File: config.mk
export PLATFORM = sky130hd
export DESIGN_NAME = adc_seq_ctrl
export DESIGN_NICKNAME = d
export VERILOG_FILES = /design/src/rtl/adc_seq_pkg.sv /design/src/rtl/adc_seq_sync.sv /design/src/rtl/adc_seq_clkgen.sv /design/src/rtl/adc_seq_capture.sv /design/src/rtl/adc_seq_ctrl.sv
export SDC_FILE = /design/constraint.sdc
export NUM_CORES = 1
export LEC_CHECK = 0
export ABC_AREA = 1
export ABC_CLOCK_PERIOD_IN_PS = 3400
export CORE_UTILIZATION = 40
export DETAILED_ROUTE_END_ITERATION = 7
export GPL_TIMING_DRIVEN = 0
export PLACE_DENSITY_LB_ADDON = 0.3
export RECOVER_POWER = 100
export SLEW_MARGIN = 10
export SYNTH_ARGS = -nofsm -noshare
export SYNTH_HDL_FRONTEND = slang
export SYNTH_SLANG_ARGS = --single-unit
export TNS_END_PERCENT = 30
File: constraint.sdc
create_clock -name clk -period 3.4 [get_ports clk]
set_input_delay 1.02 -clock clk [delete_from_list [all_inputs] [get_ports clk]]
set_output_delay 1.02 -clock clk [all_outputs]
set_load 0.02 [all_outputs]
File: src/rtl/adc_seq_pkg.sv
`timescale 1ns/1ps
package adc_seq_pkg;

    localparam int unsigned RES_BITS    = 16;
    localparam int unsigned CONV_PULSES = 17;

    typedef enum logic [2:0] {
        ST_IDLE,
        ST_CAL_STB,
        ST_SMP_LO,
        ST_ACQ,
        ST_FCD,
        ST_CLOCK,
        ST_TAIL
    } seq_state_e;

    function automatic int unsigned umax(input int unsigned a, input int unsigned b);
        return (a > b) ? a : b;
    endfunction

endpackage

File: src/rtl/adc_seq_sync.sv
`timescale 1ns/1ps
module adc_seq_sync #(
    parameter int unsigned W = 1
) (
    input  logic         clk,
    input  logic         rst_n,
    input  logic [W-1:0] d_i,
    output logic [W-1:0] q_o
);
    logic [W-1:0] meta_d, meta_q, stab_d, stab_q;

    always_comb begin
        meta_d = d_i;
        stab_d = meta_q;
    end

    always_ff @(posedge clk or negedge rst_n) begin
        if (!rst_n) begin
            meta_q <= '0;
            stab_q <= '0;
        end else begin
            meta_q <= meta_d;
            stab_q <= stab_d;
        end
    end

    assign q_o = stab_q;
endmodule

File: src/rtl/adc_seq_clkgen.sv
`timescale 1ns/1ps
module adc_seq_clkgen import adc_seq_pkg::*; #(
    parameter int unsigned HI_CYC     = 37,
    parameter int unsigned LO_CYC     = 36,
    parameter int unsigned CAL_HI_CYC = 30,
    parameter int unsigned CAL_LO_CYC = 30,
    parameter int unsigned CAL_PULSES = 85532
) (
    input  logic clk,
    input  logic rst_n,
    input  logic go_i,
    input  logic cal_mode_i,
    output logic clk_o,
    output logic done_o
);
    localparam int unsigned PH_MAX = umax(umax(HI_CYC, LO_CYC), umax(CAL_HI_CYC, CAL_LO_CYC));
    localparam int unsigned PHW    = $clog2(PH_MAX + 1);
    localparam int unsigned NW     = $clog2(umax(CAL_PULSES, CONV_PULSES) + 1);

    typedef struct packed {
        logic           run;
        logic           cal;
        logic           lvl;
        logic [PHW-1:0] ph;
        logic [NW-1:0]  left;
    } gen_t;

    gen_t gen_d, gen_q;
    logic done_d;

    always_comb begin
        gen_d  = gen_q;
        done_d = 1'b0;
        if (go_i) begin
            gen_d.run  = 1'b1;
            gen_d.cal  = cal_mode_i;
            gen_d.lvl  = 1'b1;
            gen_d.ph   = cal_mode_i ? PHW'(CAL_HI_CYC - 1) : PHW'(HI_CYC - 1);
            gen_d.left = cal_mode_i ? NW'(CAL_PULSES) : NW'(CONV_PULSES);
        end else if (gen_q.run) begin
            if (gen_q.ph != '0) begin
                gen_d.ph = gen_q.ph - 1'b1;
            end else if (gen_q.lvl) begin
                gen_d.lvl = 1'b0;
                gen_d.ph  = gen_q.cal ? PHW'(CAL_LO_CYC - 1) : PHW'(LO_CYC - 1);
            end else if (gen_q.left == NW'(1)) begin
                gen_d.run = 1'b0;
                done_d    = 1'b1;
            end else begin
                gen_d.left = gen_q.left - 1'b1;
                gen_d.lvl  = 1'b1;
                gen_d.ph   = gen_q.cal ? PHW'(CAL_HI_CYC - 1) : PHW'(HI_CYC - 1);
            end
        end
    end

    always_ff @(posedge clk or negedge rst_n) begin
        if (!rst_n) gen_q <= '0;
        else        gen_q <= gen_d;
    end

    assign clk_o  = gen_q.lvl;
    assign done_o = done_d;

    // pulse counter kept only for the checks below
    logic [NW-1:0] rises_q;
    logic          lvl_prev_q;
    always_ff @(posedge clk or negedge rst_n) begin
        if (!rst_n) begin
            rises_q    <= '0;
            lvl_prev_q <= 1'b0;
        end else begin
            lvl_prev_q <= gen_q.lvl;
            if (go_i)                          rises_q <= '0;
            else if (gen_q.lvl && !lvl_prev_q) rises_q <= rises_q + 1'b1;
        end
    end


    pulse_total_chk: assert property (@(posedge clk) disable iff (!rst_n)
        done_o |-> rises_q == (gen_q.cal ? NW'(CAL_PULSES) : NW'(CONV_PULSES)));


    done_low_chk: assert property (@(posedge clk) disable iff (!rst_n)
        done_o |-> !clk_o);
endmodule

File: src/rtl/adc_seq_capture.sv
`timescale 1ns/1ps
module adc_seq_capture #(
    parameter int unsigned W = 16
) (
    input  logic                   clk,
    input  logic                   rst_n,
    input  logic                   clr_i,
    input  logic                   en_i,
    input  logic                   sclk_i,
    input  logic                   sdata_i,
    output logic [W-1:0]           word_o,
    output logic [$clog2(W+1)-1:0] count_o
);
    localparam int unsigned CNW = $clog2(W + 1);

    typedef struct packed {
        logic           prev;
        logic [W-1:0]   sh;
        logic [CNW-1:0] n;
    } cap_t;

    cap_t cap_d, cap_q;

    always_comb begin
        cap_d      = cap_q;
        cap_d.prev = sclk_i;
        if (clr_i) begin
            cap_d.sh = '0;
            cap_d.n  = '0;
        end else if (en_i && sclk_i && !cap_q.prev && cap_q.n < CNW'(W)) begin
            cap_d.sh = {cap_q.sh[W-2:0], sdata_i};
            cap_d.n  = cap_q.n + 1'b1;
        end
    end

    always_ff @(posedge clk or negedge rst_n) begin
        if (!rst_n) cap_q <= '0;
        else        cap_q <= cap_d;
    end

    assign word_o  = cap_q.sh;
    assign count_o = cap_q.n;
endmodule

File: src/rtl/adc_seq_ctrl.sv
`timescale 1ns/1ps
module adc_seq_ctrl import adc_seq_pkg::*; #(
    parameter int unsigned SMP_LO_CYC     = 13,
    parameter int unsigned ACQ_CYC        = 250,
    parameter int unsigned FCD_CYC        = 7,
    parameter int unsigned CAL_STB_CYC    = 7,
    parameter int unsigned CLK_HI_CYC     = 37,
    parameter int unsigned CLK_LO_CYC     = 36,
    parameter int unsigned CAL_CLK_HI_CYC = 30,
    parameter int unsigned CAL_CLK_LO_CYC = 30,
    parameter int unsigned CAL_PULSES     = 85532,
    parameter int unsigned LCS_CYC        = 263,
    parameter int unsigned TIMEOUT_CYC    = 125000
) (
    input  logic                clk,
    input  logic                rst_n,
    input  logic                start_i,
    input  logic                cal_i,
    input  logic                busy_i,
    input  logic                sdata_i,
    input  logic                sclk_i,
    output logic                conv_clk_o,
    output logic                sample_o,
    output logic                cal_o,
    output logic [RES_BITS-1:0] result_o,
    output logic                valid_o,
    output logic                ready_o,
    output logic                timeout_err_o
);
    localparam int unsigned CNT_MAX = umax(umax(umax(SMP_LO_CYC, ACQ_CYC), umax(FCD_CYC, CAL_STB_CYC)),
                                           umax(LCS_CYC, TIMEOUT_CYC));
    localparam int unsigned CW  = $clog2(CNT_MAX + 1);
    localparam int unsigned CNW = $clog2(RES_BITS + 1);

    typedef struct packed {
        seq_state_e          st;
        logic [CW-1:0]       cnt;
        logic                is_cal;
        logic                sample;
        logic                cal;
        logic                ready;
        logic                valid;
        logic                err;
        logic [RES_BITS-1:0] result;
    } ctl_t;

    localparam ctl_t CTL_RST = '{st: ST_IDLE, cnt: '0, is_cal: 1'b0, sample: 1'b0, cal: 1'b0,
                                 ready: 1'b1, valid: 1'b0, err: 1'b0, result: '0};

    ctl_t ctl_d, ctl_q;

    logic [2:0]          async_in, sync_out;
    logic                busy_s, sdata_s, sclk_s;
    logic                go_w, clr_w, gen_done_w, gen_clk_w;
    logic [RES_BITS-1:0] cap_word_w;
    logic [CNW-1:0]      cap_count_w;

    assign async_in = {busy_i, sdata_i, sclk_i};

    adc_seq_sync #(.W(3)) u_sync (
        .clk   (clk),
        .rst_n (rst_n),
        .d_i   (async_in),
        .q_o   (sync_out)
    );

    assign busy_s  = sync_out[2];
    assign sdata_s = sync_out[1];
    assign sclk_s  = sync_out[0];

    adc_seq_clkgen #(
        .HI_CYC     (CLK_HI_CYC),
        .LO_CYC     (CLK_LO_CYC),
        .CAL_HI_CYC (CAL_CLK_HI_CYC),
        .CAL_LO_CYC (CAL_CLK_LO_CYC),
        .CAL_PULSES (CAL_PULSES)
    ) u_clkgen (
        .clk        (clk),
        .rst_n      (rst_n),
        .go_i       (go_w),
        .cal_mode_i (ctl_q.is_cal),
        .clk_o      (gen_clk_w),
        .done_o     (gen_done_w)
    );

    adc_seq_capture #(.W(RES_BITS)) u_capture (
        .clk     (clk),
        .rst_n   (rst_n),
        .clr_i   (clr_w),
        .en_i    (ctl_q.st == ST_CLOCK),
        .sclk_i  (sclk_s),
        .sdata_i (sdata_s),
        .word_o  (cap_word_w),
        .count_o (cap_count_w)
    );

    always_comb begin
        ctl_d       = ctl_q;
        ctl_d.valid = 1'b0;
        go_w        = 1'b0;
        clr_w       = 1'b0;
        unique case (ctl_q.st)
            ST_IDLE: begin
                if (start_i) begin
                    clr_w        = 1'b1;
                    ctl_d.err    = 1'b0;
                    ctl_d.is_cal = cal_i;
                    if (cal_i) begin
                        ctl_d.st  = ST_CAL_STB;
                        ctl_d.cnt = CW'(CAL_STB_CYC - 1);
                    end else begin
                        ctl_d.st  = ST_SMP_LO;
                        ctl_d.cnt = CW'(SMP_LO_CYC - 1);
                    end
                end
            end
            ST_CAL_STB, ST_ACQ: begin
                if (ctl_q.cnt == '0) begin
                    ctl_d.st  = ST_FCD;
                    ctl_d.cnt = CW'(FCD_CYC - 1);
                end else begin
                    ctl_d.cnt = ctl_q.cnt - 1'b1;
                end
            end
            ST_SMP_LO: begin
                if (ctl_q.cnt == '0) begin
                    ctl_d.st  = ST_ACQ;
                    ctl_d.cnt = CW'(ACQ_CYC - 1);
                end else begin
                    ctl_d.cnt = ctl_q.cnt - 1'b1;
                end
            end
            ST_FCD: begin
                if (ctl_q.cnt == '0) begin
                    ctl_d.st = ST_CLOCK;
                    go_w     = 1'b1;
                end else begin
                    ctl_d.cnt = ctl_q.cnt - 1'b1;
                end
            end
            ST_CLOCK: begin
                if (gen_done_w) begin
                    ctl_d.st  = ST_TAIL;
                    ctl_d.cnt = '0;
                end
            end
            ST_TAIL: begin
                if (!busy_s && ctl_q.cnt >= CW'(LCS_CYC - 1)) begin
                    ctl_d.st = ST_IDLE;
                    if (!ctl_q.is_cal) begin
                        ctl_d.valid  = 1'b1;
                        ctl_d.result = cap_word_w;
                    end
                end else if (busy_s && ctl_q.cnt >= CW'(TIMEOUT_CYC - 1)) begin
                    ctl_d.st  = ST_IDLE;
                    ctl_d.err = 1'b1;
                end else begin
                    ctl_d.cnt = ctl_q.cnt + 1'b1;
                end
            end
            default: ctl_d.st = ST_IDLE;
        endcase
        ctl_d.sample = (ctl_d.st == ST_ACQ || ctl_d.st == ST_FCD) && !ctl_d.is_cal;
        ctl_d.cal    = (ctl_d.st == ST_CAL_STB);
        ctl_d.ready  = (ctl_d.st == ST_IDLE);
    end

    always_ff @(posedge clk or negedge rst_n) begin
        if (!rst_n) ctl_q <= CTL_RST;
        else        ctl_q <= ctl_d;
    end

    assign conv_clk_o    = gen_clk_w;
    assign sample_o      = ctl_q.sample;
    assign cal_o         = ctl_q.cal;
    assign result_o      = ctl_q.result;
    assign valid_o       = ctl_q.valid;
    assign ready_o       = ctl_q.ready;
    assign timeout_err_o = ctl_q.err;


    idle_quiet_chk: assert property (@(posedge clk) disable iff (!rst_n)
        ready_o |-> (!sample_o && !cal_o && !conv_clk_o));


    sample_clock_excl_chk: assert property (@(posedge clk) disable iff (!rst_n)
        sample_o |-> !conv_clk_o);


    strobe_excl_chk: assert property (@(posedge clk) disable iff (!rst_n)
        cal_o |-> !sample_o);


    valid_single_chk: assert property (@(posedge clk) disable iff (!rst_n)
        valid_o |=> !valid_o);


    valid_full_word_chk: assert property (@(posedge clk) disable iff (!rst_n)
        valid_o |-> (cap_count_w == CNW'(RES_BITS)));


    err_returns_idle_chk: assert property (@(posedge clk) disable iff (!rst_n)
        $rose(timeout_err_o) |-> (ready_o && !valid_o));
endmodule

==> results.yml <==
cells_and_area:
  area_growth_pct: 12.7
  mostFrequentLayoutCells: "184 x nand2_1, 102 x inv_1, 95 x dfrtp_1, 81 x nor2_1, 49 x o21ai_0"
  fill_cells: 1414
  fin_util_pct: 46.7
  final_cells: 991
  drive_gt1_share_pct: 9.86
  diodes: 0
  stdcell_area_mm2: 0.00656
  finalNetCount: 822
  final_common_cell: "nand2_1"
yosys:
  avgSynthCellArea_um2: 7.59
  ys_seq_area_share_pct: 41.3
  syn-cell-area_mm2: 0.00582
  syn_nets: 782
  synthArstFlopShare_pct: 100
  synth_cell_type_count: 49
  synthFlopType: "dfrtp_1"
  synth-edff-count: 0
  ys_seq_elements: 96
  ys_warn_count: 0
  syn_inst: 766
cts:
  cts.sinks: 96
  htree_levels: 3
  clkLatencyLatePin_ps: 350
  clockRootBuffer: "clkbuf_16"
  cts_buffer_depth: 2
  cts_made_buffers: 9
  cts.reportedPaths.clkPinSlew_ps: 80
  cts_tree: "built"
  cts_resized: 0
  cts_hold_buffers: 0
  cts_setup_buffers: 0
timing:
  worst_slack_ps: 729
  slew_headroom_pct: -33.6
  rsz0062_at_grt: "no"
  min_period_over_period_pct: 78.6
  final.setup_skew_ps: 5.66
  tightestPinTransition_ps: 2000
  slew_violations: 33
  hold_viol: 0
  whs_ps: 351
  period_minus_slack_ps: 2670
  timing.fmax_mhz: 374
  finalSetupViolCount: 0
job:
  drv_cap: 1
detailed_routing:
  remaining_drc_errors: 0
  detail_route.wl_per_cell_um: 13.5
  wl_um: 13300
  drt_iter0_drc: 398
  vias_per_cell: 4.96
  ant_nets: 0
  vias: 4916
  drt_pass1_iterations: 5
power_and_ir_drop:
  powerDensity_mw_per_mm2: 337
  p_leak_nw: 3.36
  combPwrFrac_pct: 1.5
  power_switching_w: 0.000534
  internal_power_w: 0.00167
  clock_power_share_pct: 46.5
  ir_drop_mv: 0.283
  p_sw_share_pct: 24.2
  pwr-share-seq_pct: 52.0
worst_setup_path:
  crit_path_end_kind: "flip-flop"
  worstPathArrival_ps: 2920
  critPathMaxStageDelay_ps: 470
  cp_cell_sequence: "inv_1 > ha_1 > inv_1 > nor4_1 > nand2_4 > nor2_8 > inv_4 > nand3_1 > nor3_1 > nand2_1 > clkinvlp_2 > buf_6 > nand2_1 > nand2_1"
  required_ps: 3650
  critPathKind: "flip-flop to flip-flop"
  start_kind: "flip-flop"
  crit_top_cell: "nand2_1"
  cpMaxStageDelayCell: "dfrtp_1"
  cp_max_fo: 10
die:
  coreArea_mm2: 0.0140
  initial_core_util_pct: 41.4
  die_width_um: 123
  row_count: 43
  die_area_mm2: 0.0150
  die_y_um: 123
  ios: 29
global_routing:
  grt_pass1_wl_um: 22800
  grt.total_usage_pct: 19.5
  first_global_vias: 4582
  overflow: 0
  grt_max_degree: 65
  antenna_found_initial: 0
place:
  place_congestion: 0.920
  dp_cells: 975
  numPortBuffers: 28
  place_area_mm2: 0.00635
  post-place-ws_ps: 819
  dp_hpwl_um: 9820
status:
  violations: "capacitance limit, slew limit"
  status: "finished with violations"
worst_hold_path:
  min_path_type: "flip-flop to flip-flop"
-- critical path, delay by kind of cell, from the launching register on --
kind | cells | cell delay [ps]
AND/OR/NAND/NOR | 8 | 1250
buffers and inverters | 5 | 660
flip-flops | 1 | 470
adder cells (fa/ha/maj) | 1 | 170
-- final timing paths --
| kind | from | end | slack, ps | cells after the start |
|---|---|---|---|---|
| min | u_sync.meta_q[2] | u_sync.q_o[2] | 350 | 0 |
| max in group asynchronous | rst_n | cal_o | 1020 | 1 |
| max | ctl_q[22] | ctl_q[37] | 730 | 14 |
| min in group asynchronous | rst_n | u_clkgen.gen_q[2] | 1230 | 1 |
| min reg2reg | u_sync.meta_q[2] | u_sync.q_o[2] | 350 | 0 |
| max reg2reg | ctl_q[22] | ctl_q[37] | 730 | 14 |
-- per-stage QoR --
| step | total power (W) | setup TNS [ps] |
|---|---|---|
| floorplan | 0.00117 | 0 |
| global placement | 0.00120 | -230360 |
| detailed placement | 0.00121 | 0 |
| CTS | 0.00224 | 0 |
| global route | 0.00229 | 0 |
| finish | 0.00221 | 0 |
-- final cells by class --
type | instances | area, um2 | share of cell area (%)
Multi-Input combinational cell | 519 | 2630 | 40.1
Sequential cell | 96 | 2400 | 36.7
Inverter | 111 | 420 | 6.41
Timing Repair Buffer | 29 | 302 | 4.60
Buffer | 40 | 279 | 4.26
Clock buffer | 9 | 225 | 3.44
Tap cell | 180 | 225 | 3.44
Clock inverter | 7 | 70.1 | 1.07
-- power by group through the flow --
stage	clock [W]	combinational (W)	sequential [W]
2_1_floorplan	0	0.00000155	0.00117
3_3_place_gp	0	0.0000338	0.00117
3_5_place_dp	0	0.0000373	0.00117
4_1_cts	0.00105	0.0000374	0.00115
5_1_grt	0.00110	0.0000394	0.00115
6_report	0.00103	0.0000334	0.00115
-- metal layers --
layer  global-route usage, %  part of all wire (%)
met1                    28.8                    52
met5                       0                     0
met4                    6.10                   1.5
met3                    3.58                   3.4
met2                    28.8                    43
-- sequential cells by signal, summed over array words and instances, names as in the netlist, 3 cells and up --
register / flops
ctl_q: 21
result_o: 16
u_capture.count_o: 5
u_capture.word_o: 16
u_clkgen.gen_q: 25
u_sync.meta_q: 3
u_sync.q_o: 3
-- cell usage after synthesis, types with 2 or more instances --
cell | count | area share [%]
a31oi_1 | 2 | 0.22
clkinv_1 | 2 | 0.13
nor2_2 | 14 | 1.5
o22ai_1 | 19 | 2.0
buf_2 | 12 | 1.0
nor2_4 | 2 | 0.39
a211oi_1 | 2 | 0.26
buf_6 | 7 | 1.4
nor4_1 | 3 | 0.32
a22oi_1 | 3 | 0.39
o21ai_1 | 5 | 0.43
o221ai_1 | 2 | 0.30
nand2_4 | 4 | 0.77
inv_1 | 102 | 6.6
nand4_1 | 12 | 1.3
buf_4 | 19 | 2.5
nand2_2 | 2 | 0.22
o2111ai_1 | 3 | 0.45
nor3_1 | 20 | 1.7
clkbuf_1 | 2 | 0.13
xor2_1 | 24 | 3.6
ha_1 | 9 | 1.9
nand3_2 | 3 | 0.52
dfrtp_1 | 95 | 41
nand3b_1 | 2 | 0.26
o21ai_0 | 46 | 4.0
nand2_1 | 181 | 12
nor4_4 | 2 | 0.73
a21oi_1 | 21 | 1.8
nand3_1 | 44 | 3.8
inv_4 | 2 | 0.22
inv_2 | 5 | 0.32
nor2_1 | 77 | 5.0
o211ai_1 | 3 | 0.39
-- cell families after synthesis --
| group | synth area share (%) |
|---|---|
| flip-flops | 41.3 |
| buffers and inverters | 12.2 |
| AND/OR/NAND/NOR | 29.6 |
| AO/OA/AOI/OAI | 11.1 |
| adder cells (fa/ha/maj) | 1.94 |
| XOR/XNOR | 3.77 |
Power figures use the tool's default switching activity.
